==> src/rtl/irq_router_pkg.sv <==
package irq_router_pkg;

  // Strobes sent from the control block to the datapath.
  typedef struct packed {
    logic capture;   // load the mapped number
    logic drvHigh;   // force the processor line high
    logic drvLow;    // force the processor line low (level mode)
    logic endPulse;  // retire a pulse issued one cycle ago
  } drv_strobe_t;

endpackage

==> src/rtl/irq_route_dpath.sv <==
module irq_route_dpath
  import irq_router_pkg::*;
#(
  parameter int BASE     = 32,
  parameter int VEC_W    = 32,
  parameter int SLOT_W   = 5,
  parameter int PIN_W    = 2,
  parameter int NUM_W    = 8,
  parameter int SB_SLOT  = 5,
  parameter int VID_SLOT = 6,
  parameter int VID_OFS  = 4,
  parameter int NIC_SLOT = 7,
  parameter int NIC_OFS  = 5,
  parameter int EXP_LO   = 8,
  parameter int EXP_HI   = 12,
  parameter int EXP_OFS  = 6
) (
  input  logic              clk,
  input  logic              rstN,
  input  logic [SLOT_W-1:0] slot,
  input  logic [PIN_W-1:0]  pin,
  input  logic [VEC_W-1:0]  edgeVec,
  input  logic [VEC_W-1:0]  polVec,
  input  drv_strobe_t       strb,
  output logic              lineHit,
  output logic              edgeBit,
  output logic              polBit,
  output logic [NUM_W-1:0]  irqNum,
  output logic              cpuIrq
);

  localparam int IDX_W = (VEC_W > 1) ? $clog2(VEC_W) : 1;

  logic [NUM_W-1:0] mapNum;
  logic [IDX_W-1:0] lineIdx;
  int               slotI;
  int               pinI;

  // Slot-dependent pin routing.
  always_comb begin
    slotI = int'(slot);
    pinI  = int'(pin);
    if (slotI == SB_SLOT)
      mapNum = NUM_W'(BASE + (pinI % 4));
    else if (slotI == VID_SLOT)
      mapNum = NUM_W'(BASE + VID_OFS);
    else if (slotI == NIC_SLOT)
      mapNum = NUM_W'(BASE + NIC_OFS);
    else if (slotI >= EXP_LO && slotI <= EXP_HI)
      mapNum = NUM_W'(BASE + EXP_OFS + (slotI - EXP_LO) + pinI);
    else
      mapNum = NUM_W'(pinI);
  end

  // Vector lookup; a number outside the window touches no bit.
  always_comb begin
    lineHit = (int'(mapNum) >= BASE) && (int'(mapNum) < BASE + VEC_W);
    lineIdx = IDX_W'(int'(mapNum) - BASE);
    edgeBit = lineHit & edgeVec[lineIdx];
    polBit  = lineHit & polVec[lineIdx];
  end

  always_ff @(posedge clk or negedge rstN) begin
    if (!rstN)
      irqNum <= '0;
    else if (strb.capture)
      irqNum <= mapNum;
  end

  always_ff @(posedge clk or negedge rstN) begin
    if (!rstN)
      cpuIrq <= 1'b0;
    else if (strb.drvHigh)
      cpuIrq <= 1'b1;
    else if (strb.drvLow | strb.endPulse)
      cpuIrq <= 1'b0;
  end

endmodule

==> src/rtl/irq_route_ctrl.sv <==
module irq_route_ctrl
  import irq_router_pkg::*;
(
  input  logic        clk,
  input  logic        rstN,
  input  logic        upd,
  input  logic        lineHit,
  input  logic        edgeBit,
  input  logic        polBit,
  output drv_strobe_t strb
);

  logic pulseQ;
  logic take;

  always_comb begin
    take          = upd & lineHit;
    strb.capture  = upd;
    strb.drvHigh  = take & (edgeBit | polBit);
    strb.drvLow   = take & ~edgeBit & ~polBit;
    strb.endPulse = pulseQ & ~take;
  end

  always_ff @(posedge clk or negedge rstN) begin
    if (!rstN)
      pulseQ <= 1'b0;
    else
      pulseQ <= take & edgeBit;
  end

endmodule

==> src/rtl/irq_slot_router.sv <==
module irq_slot_router
  import irq_router_pkg::*;
#(
  parameter int BASE     = 32,
  parameter int VEC_W    = 32,
  parameter int SLOT_W   = 5,
  parameter int PIN_W    = 2,
  parameter int NUM_W    = 8,
  parameter int VID_SLOT = 6,
  parameter int VID_OFS  = 4
) (
  input  logic              clk,
  input  logic              rstN,
  input  logic              upd,
  input  logic [SLOT_W-1:0] slot,
  input  logic [PIN_W-1:0]  pin,
  input  logic [VEC_W-1:0]  edgeVec,
  input  logic [VEC_W-1:0]  polVec,
  output logic [NUM_W-1:0]  irqNum,
  output logic              cpuIrq
);

  drv_strobe_t strb;
  logic        lineHit;
  logic        edgeBit;
  logic        polBit;

  irq_route_dpath #(
    .BASE(BASE), .VEC_W(VEC_W), .SLOT_W(SLOT_W), .PIN_W(PIN_W),
    .NUM_W(NUM_W), .VID_SLOT(VID_SLOT), .VID_OFS(VID_OFS)
  ) uDpath (
    .clk(clk), .rstN(rstN), .slot(slot), .pin(pin),
    .edgeVec(edgeVec), .polVec(polVec), .strb(strb),
    .lineHit(lineHit), .edgeBit(edgeBit), .polBit(polBit),
    .irqNum(irqNum), .cpuIrq(cpuIrq)
  );

  irq_route_ctrl uCtrl (
    .clk(clk), .rstN(rstN), .upd(upd),
    .lineHit(lineHit), .edgeBit(edgeBit), .polBit(polBit),
    .strb(strb)
  );

endmodule

==> config.mk <==
export PLATFORM = sky130hd
export DESIGN_NAME = irq_slot_router
export DESIGN_NICKNAME = d
export VERILOG_FILES = /design/src/rtl/irq_router_pkg.sv /design/src/rtl/irq_route_dpath.sv /design/src/rtl/irq_route_ctrl.sv /design/src/rtl/irq_slot_router.sv
export SDC_FILE = /design/constraint.sdc
export NUM_CORES = 1
export LEC_CHECK = 0
export BUFFER_PORTS_ARGS = -buffer_cell sky130_fd_sc_hd__buf_2
export CAP_MARGIN = 20
export CORE_MARGIN = 8
export CORE_UTILIZATION = 27
export DETAILED_ROUTE_END_ITERATION = 6
export GPL_ROUTABILITY_DRIVEN = 0
export PLACE_DENSITY = 0.53
export SLEW_MARGIN = 25
export SYNTH_ARGS = -nofsm -noshare
export SYNTH_HDL_FRONTEND = slang
export SYNTH_SLANG_ARGS = --single-unit
==> constraint.sdc <==
create_clock -name clk -period 1.5 [get_ports clk]
set_clock_uncertainty 0.05 [all_clocks]
set_input_delay 0.075 -clock clk [delete_from_list [all_inputs] [get_ports clk]]
set_output_delay 0.075 -clock clk [all_outputs]
set_load 0.01 [all_outputs]
Word-level counts from Yosys, hierarchy flattened --
Cells that the tools add are included.
Storage, ports and cells: register bits 10, logic and storage cells 42, input bits 74, output and inout bits 9
Operators by class: $add $sub $neg 5, reductions and logical operators 3, eq/ne operators 3, $lt $le $gt $ge 5, multiplexer cells 10, bitwise logic cells 13
Operators with widths (count):
- two-way mux 8 bit | 4
- == test 5 x 4 -> 1 bit, second input constant | 3
- binary-select mux 1 bit (select 5 bit) | 2
- adder 7 x 8 -> 8 bit, first input constant | 1
- adder 8 x 3 -> 8 bit | 1
- bitwise AND 1 bit | 8
- >= comparator 8 x 6 -> 1 bit, second input constant | 1
- less-than comparator 8 x 7 -> 1 bit, second input constant | 1
- adder 6 x 2 -> 7 bit, first input constant | 1
- less-than comparator 5 x 6 -> 1 bit, second input constant | 1
- subtractor 5 x 4 -> 6 bit, second input constant | 1
- >= comparator 5 x 4 -> 1 bit, second input constant | 1
- <= comparator 5 x 4 -> 1 bit, second input constant | 1
- subtractor 5 x 1 -> 5 bit, second input constant | 1
- two-way mux 1 bit | 4
- NOT 1 bit | 3
- logical AND 1 bit | 2
- bitwise OR 1 bit | 2
- nonzero test 2 bit | 1

Longest topological paths before layout --
word-level depth 17, gate-level depth with buffers 14, depth with buffers taken out 13

Cells and area by module --
From an unflattened synthesis, not the netlist that was laid out.
Second synthesis, totals: cell total of the unflattened synthesis 191, area total of the unflattened synthesis 1566.5 µm²
By module, submodules not included:
- irq_route_dpath | cells each 185, seq. area each 200.2 µm², times used 1, area an instance 1496.4 µm²
- irq_route_ctrl | cells each 6, seq. area each 25.0 µm², times used 1, area an instance 70.1 µm²

Worst setup path before layout --
Ideal clock, no wire load.
path type in2reg, from in slot[1], to reg uDpath.cpuIrq, arrival time 2.571 ns, path buffers 0, slack -1.194 ns, library setup time 0.073 ns, cell stages on the path 13, required time 1.377 ns, path through inv_1 ha_1 inv_1 ha_1 fa_1 a21oi_1 nor2_1 o31a_1 or3b_1 a311o_1 a2111oi_2 a31oi_1 nand4bb_1
On the way: word-level cells in the longest chain between the ends 16, elaborated cells on any way between the ends 35, classes of those cells add/sub: 4; order compare: 4; eq/ne: 3; mux: 9; bitwise: 12; reduce/logical: 3
Ends and longest elaborated chain:
- start: declaration | line irq_slot_router.sv:15 | input logic [SLOT_W-1:0] slot,
- subtractor 5 x 4 -> 6 bit | line irq_route_dpath.sv:50 | mapNum = NUM_W'(BASE + EXP_OFS + (slotI - EXP_LO) + pinI);
- adder 7 x 8 -> 8 bit | line irq_route_dpath.sv:50
- adder 8 x 3 -> 8 bit | line irq_route_dpath.sv:50
- two-way mux 8 bit | line irq_route_dpath.sv:49 | else if (slotI >= EXP_LO && slotI <= EXP_HI)
- two-way mux 8 bit | line irq_route_dpath.sv:47 | else if (slotI == NIC_SLOT)
- two-way mux 8 bit | line irq_route_dpath.sv:45 | else if (slotI == VID_SLOT)
- two-way mux 8 bit * | line irq_route_dpath.sv:43 | if (slotI == SB_SLOT)
- subtractor 5 x 1 -> 5 bit | line irq_route_dpath.sv:58 | lineIdx = IDX_W'(int'(mapNum) - BASE);
- binary-select mux 1 bit (select 5 bit) | line irq_route_dpath.sv:59 | edgeBit = lineHit & edgeVec[lineIdx];
- two-way mux 1 bit (implied by the code) | line irq_route_dpath.sv:59
- bitwise AND 1 bit | line irq_route_dpath.sv:59
- NOT 1 bit | line irq_route_ctrl.sv:20 | strb.drvLow = take & ~edgeBit & ~polBit;
- bitwise AND 1 bit (2 in series) | line irq_route_ctrl.sv:20
- bitwise OR 1 bit | line irq_route_dpath.sv:75 | else if (strb.drvLow | strb.endPulse)
- nonzero test 2 bit (no source line)
- end signal: assignment | line irq_route_dpath.sv:72 | cpuIrq <= 1'b0;
- end signal: assignment | line irq_route_dpath.sv:74 | cpuIrq <= 1'b1;
- end signal: assignment | line irq_route_dpath.sv:76 | cpuIrq <= 1'b0;
- end: declaration | line irq_route_dpath.sv:29 | output logic cpuIrq
Every way passes the cells marked *; elsewhere a longest branch is shown, timed or not. The select of a mux whose other input is x is not followed. A chain may end at the register's enable or synchronous reset.

Worst setup path in the final report --
Ends and elaborated chain as after synthesis.

==> reports/results.tsv <==
stage	metric	value	unit
final_layout	fin util	0.501	
critical_path	startpoint types	primary input	
critical_path	CP Capture Type	flip-flop	
final_layout	nets	372	
synth	ys async rst share	1.00	
critical_path	CP bufs+invs	3	
final_layout	share of layout cells above drive strength 1	0.613	
cts	Max Root-Sink Buffers	2	
route	DR DRC count	0	
route	met1 wire length	2.16	mm
placement	IO Port Bufs	81	
timing	Max Clk Rate	407	MHz
synth	number of synthesized flops with an enable pin	0	
critical_path	Setup CP Type	primary input to flip-flop	
floorplan	initial core utilization	0.275	
run_status	violated checks	negative setup slack	
synth	Most used DFF post-synth	dfrtp_1	
power	Cell Pwr Density	581	nW/µm²
floorplan	die area	7660	µm²
floorplan	core area	5010	µm²
critical_path	crit path DAT	2.57	ns
route	met2 WL	2.46	mm
route	wire length per cell	14.4	µm
final_layout	Final Instance Area	2510	µm²
global_routing	vias in the first global route	1840	
floorplan	die width	87.5	µm
route	Detailed Route WL	5.15	mm
route	DR vias	1692	
final_layout	Seq. cell area	225	µm²
cts	CTS root buf	clkbuf_8	
route	DRT iter0 DRCs	69	
power	Peak supply drop	0.327	mV
critical_path	CP Max Fanout	2	
synth	Post-Syn Nets	242	
timing	Final Max Slew Viols	0	
synth	Cell variety after synth	51	
cts	Clk Latency, worst-skew pair	0.23	ns
power	leakage	0.00119	µW
critical_path	Crit path max-delay family	compound AO/OA/AOI/OAI gates	
critical_path	slowest stage delay, CP	0.38	ns
synth	Syn Inst Count	158	
cts	number of buffers created by CTS	3	
global_routing	first-pass GRT wire length	8.34	mm
synth	Synth Warn #	0	
timing	RSZ-0062 raised after global routing	yes	
placement	instance area after placement	2280	µm²
floorplan	DIE HEIGHT	87.5	µm
route	antenna-violating nets left	0	
route	Avg Vias per Cell	4.74	
run	total of max-cap violations	0	
run_status	status	finished with violations	
critical_path	critical path cell sequence	buf_8 > inv_8 > ha_4 > inv_2 > ha_4 > fa_2 > a21oi_2 > nor2_1 > o31a_1 > or3b_4 > a311o_1 > a2111oi_2 > a31oi_1 > nand4bb_1	
final_layout	area of the multi-input gates	1240	µm²
critical_path	most frequent CP cell	ha_4	
timing	final setup vio count	4	
placement	detailed placer's ending HPWL	4.38	mm
synth	synthesized flop and latch total	9	
synth	post-synthesis instance area	1380	µm²
global_routing	initial antenna violation count	0	
synth	mean post-synth cell area	8.73	µm²
final_layout	fill count	526	
timing	endpoints failing hold	0	
route	top sig layer	met4	
critical_path	Critical Path RT	1.62	ns
critical_path	CP max stage cell	or3b_4	
timing	Final min period	2.46	ns
cts	Worst-path clk slew	0.05	ns
floorplan	Top Ports	83	
global_routing	GRT Residual Overflow	0	
cts	TritonCTS clock tree	built	
final_layout	area growth from synthesis to layout	81.9	%
hold_path	Min-Delay Path Class	primary input to asynchronous set/reset pin	
route	met3 routed WL	421	µm
cts	# H-tree levels	1	
route	drt pass-1 iters	4	
floorplan	row count	26	
global_routing	gr usage total	0.136	
timing	setup ws final	-0.957	ns
cts	Sink Count	9	
synth	sequential-to-total area share from yosys stat	0.163	
final_layout	ant diodes	0	
timing	period utilization	1.64	
global_routing	largest net degree at the start of global routing	14	
power by group:
group | switching (µW) | internal (µW) | total [µW]
registers | 17.7 | 281 | 299
clock network | 102 | 182 | 284
logic | 386 | 490 | 876
state kept, by name, summed over array words and instances, names as in the netlist:
signal	cells
uDpath.cpuIrq	1
uCtrl.pulseQ	1
uDpath.irqNum	7
repair_timing:
| item | 4_1_cts | 5_1_grt |
|---|---|---|
| hold buffers | 1 | 0 |
| hold endpoints to repair | 9 | 0 |
| setup buffers | 1 | 5 |
| resized for setup | 24 | 12 |
| cloned | 1 | 0 |
| pin swaps | 9 | 9 |
| setup endpoints to repair | 5 | 6 |
Yosys cell counts, drive strengths merged (2+ instances only):
cell type | instances | area, µm²
nand3 | 9 | 50.1
mux4 | 7 | 169
nand3b | 7 | 52.6
nor2 | 12 | 45.0
nand4 | 4 | 25.0
dfrtp | 9 | 225
mux2 | 4 | 45.0
a311o | 2 | 20.0
buf | 5 | 33.8
ha | 9 | 113
mux2i | 10 | 104
o21a | 2 | 15.0
nand2 | 19 | 71.3
clkbuf | 2 | 7.51
inv | 9 | 33.8
nand2b | 2 | 12.5
and3 | 3 | 18.8
a2111oi | 4 | 47.6
a31oi | 2 | 12.5
a21oi | 6 | 30.0
o21ai | 7 | 38.8
a21boi | 2 | 15.0
metrics by stage:
| step | hold WS [ns] | worst slack, ns | std cells | setup TNS (ns) | power (µW) |
|---|---|---|---|---|---|
| 6_report | 0.164 | -0.957 | 357 | -2.31 | 1460 |
| 5_1_grt | 0.189 | -1.06 | 357 | -2.73 | 1580 |
| 3_3_place_gp | -0.110 | -1.37 | 346 | -4.59 | 1090 |
| 3_5_place_dp | -0.111 | -1.38 | 346 | -4.66 | 1100 |
| 2_1_floorplan | -0.271 | -1.08 | 158 | -2.36 | 742 |
| 4_1_cts | 0.168 | -0.985 | 353 | -2.26 | 1440 |
layout make-up:
type | count | share of cell area
Sequential cell | 9 | 0.0897
Clock buffer | 3 | 0.0165
Clock inverter | 1 | 0.00199
Timing Repair Buffer | 131 | 0.345
Multi-Input combinational cell | 134 | 0.493
Inverter | 9 | 0.0194
Tap cell | 70 | 0.0349
cell families (layout without fill, tap and decap cells):
family / Yosys count / count (layout) / share of synthesized area
buf+inv: 16 / 144 / 0.0544
fa+ha+maj: 10 / 10 / 0.0961
simple gates: 64 / 65 / 0.247
compound gates: 36 / 36 / 0.200
xor+xnor: 1 / 1 / 0.00635
mux: 21 / 21 / 0.230
other cells: 1 / 1 / 0.00272
flops: 9 / 9 / 0.163
path summary, 6_finish.rpt:
kind / start / end / slack, ns / cells after the start
worst min-delay path: rstN / uDpath.irqNum[1]$_DFFE_PN0P_ / 0.16 / 2
min in group clk: upd / uDpath.irqNum[2]$_DFFE_PN0P_ / 0.19 / 3
max in group asynchronous: rstN / uCtrl.pulseQ$_DFF_PN0_ / 1.05 / 2
worst max register to register: uDpath.cpuIrq$_DFFE_PN0P_ / uDpath.cpuIrq$_DFFE_PN0P_ / 0.62 / 3
worst max-delay path: slot[1] / uDpath.cpuIrq$_DFFE_PN0P_ / -0.96 / 14
worst min register to register: uDpath.irqNum[5]$_DFFE_PN0P_ / uDpath.irqNum[5]$_DFFE_PN0P_ / 0.42 / 1
metal layers:
layer | vias up | GRT usage
li1 | 862 | -
met1 | 761 | 0.163
met2 | 59 | 0.227
met3 | 10 | 0.0321
met4 | 0 | 0.0516
met5 | - | 0
placed cells by master (no fill, tap or decap), types with 3 or more instances in the layout:
cell type,count
nand3b_1,7
ha_4,4
buf_4,39
nor2_4,3
nor2_1,9
buf_6,10
clkbuf_8,3
nand3_1,7
ha_1,4
buf_8,3
nand2_1,18
a21oi_1,5
buf_2,77
o21ai_0,6
mux4_2,5
mux2i_1,9
dfrtp_1,9
nand4_1,4
inv_1,4
No activity file was read; power rests on OpenSTA's default activity.
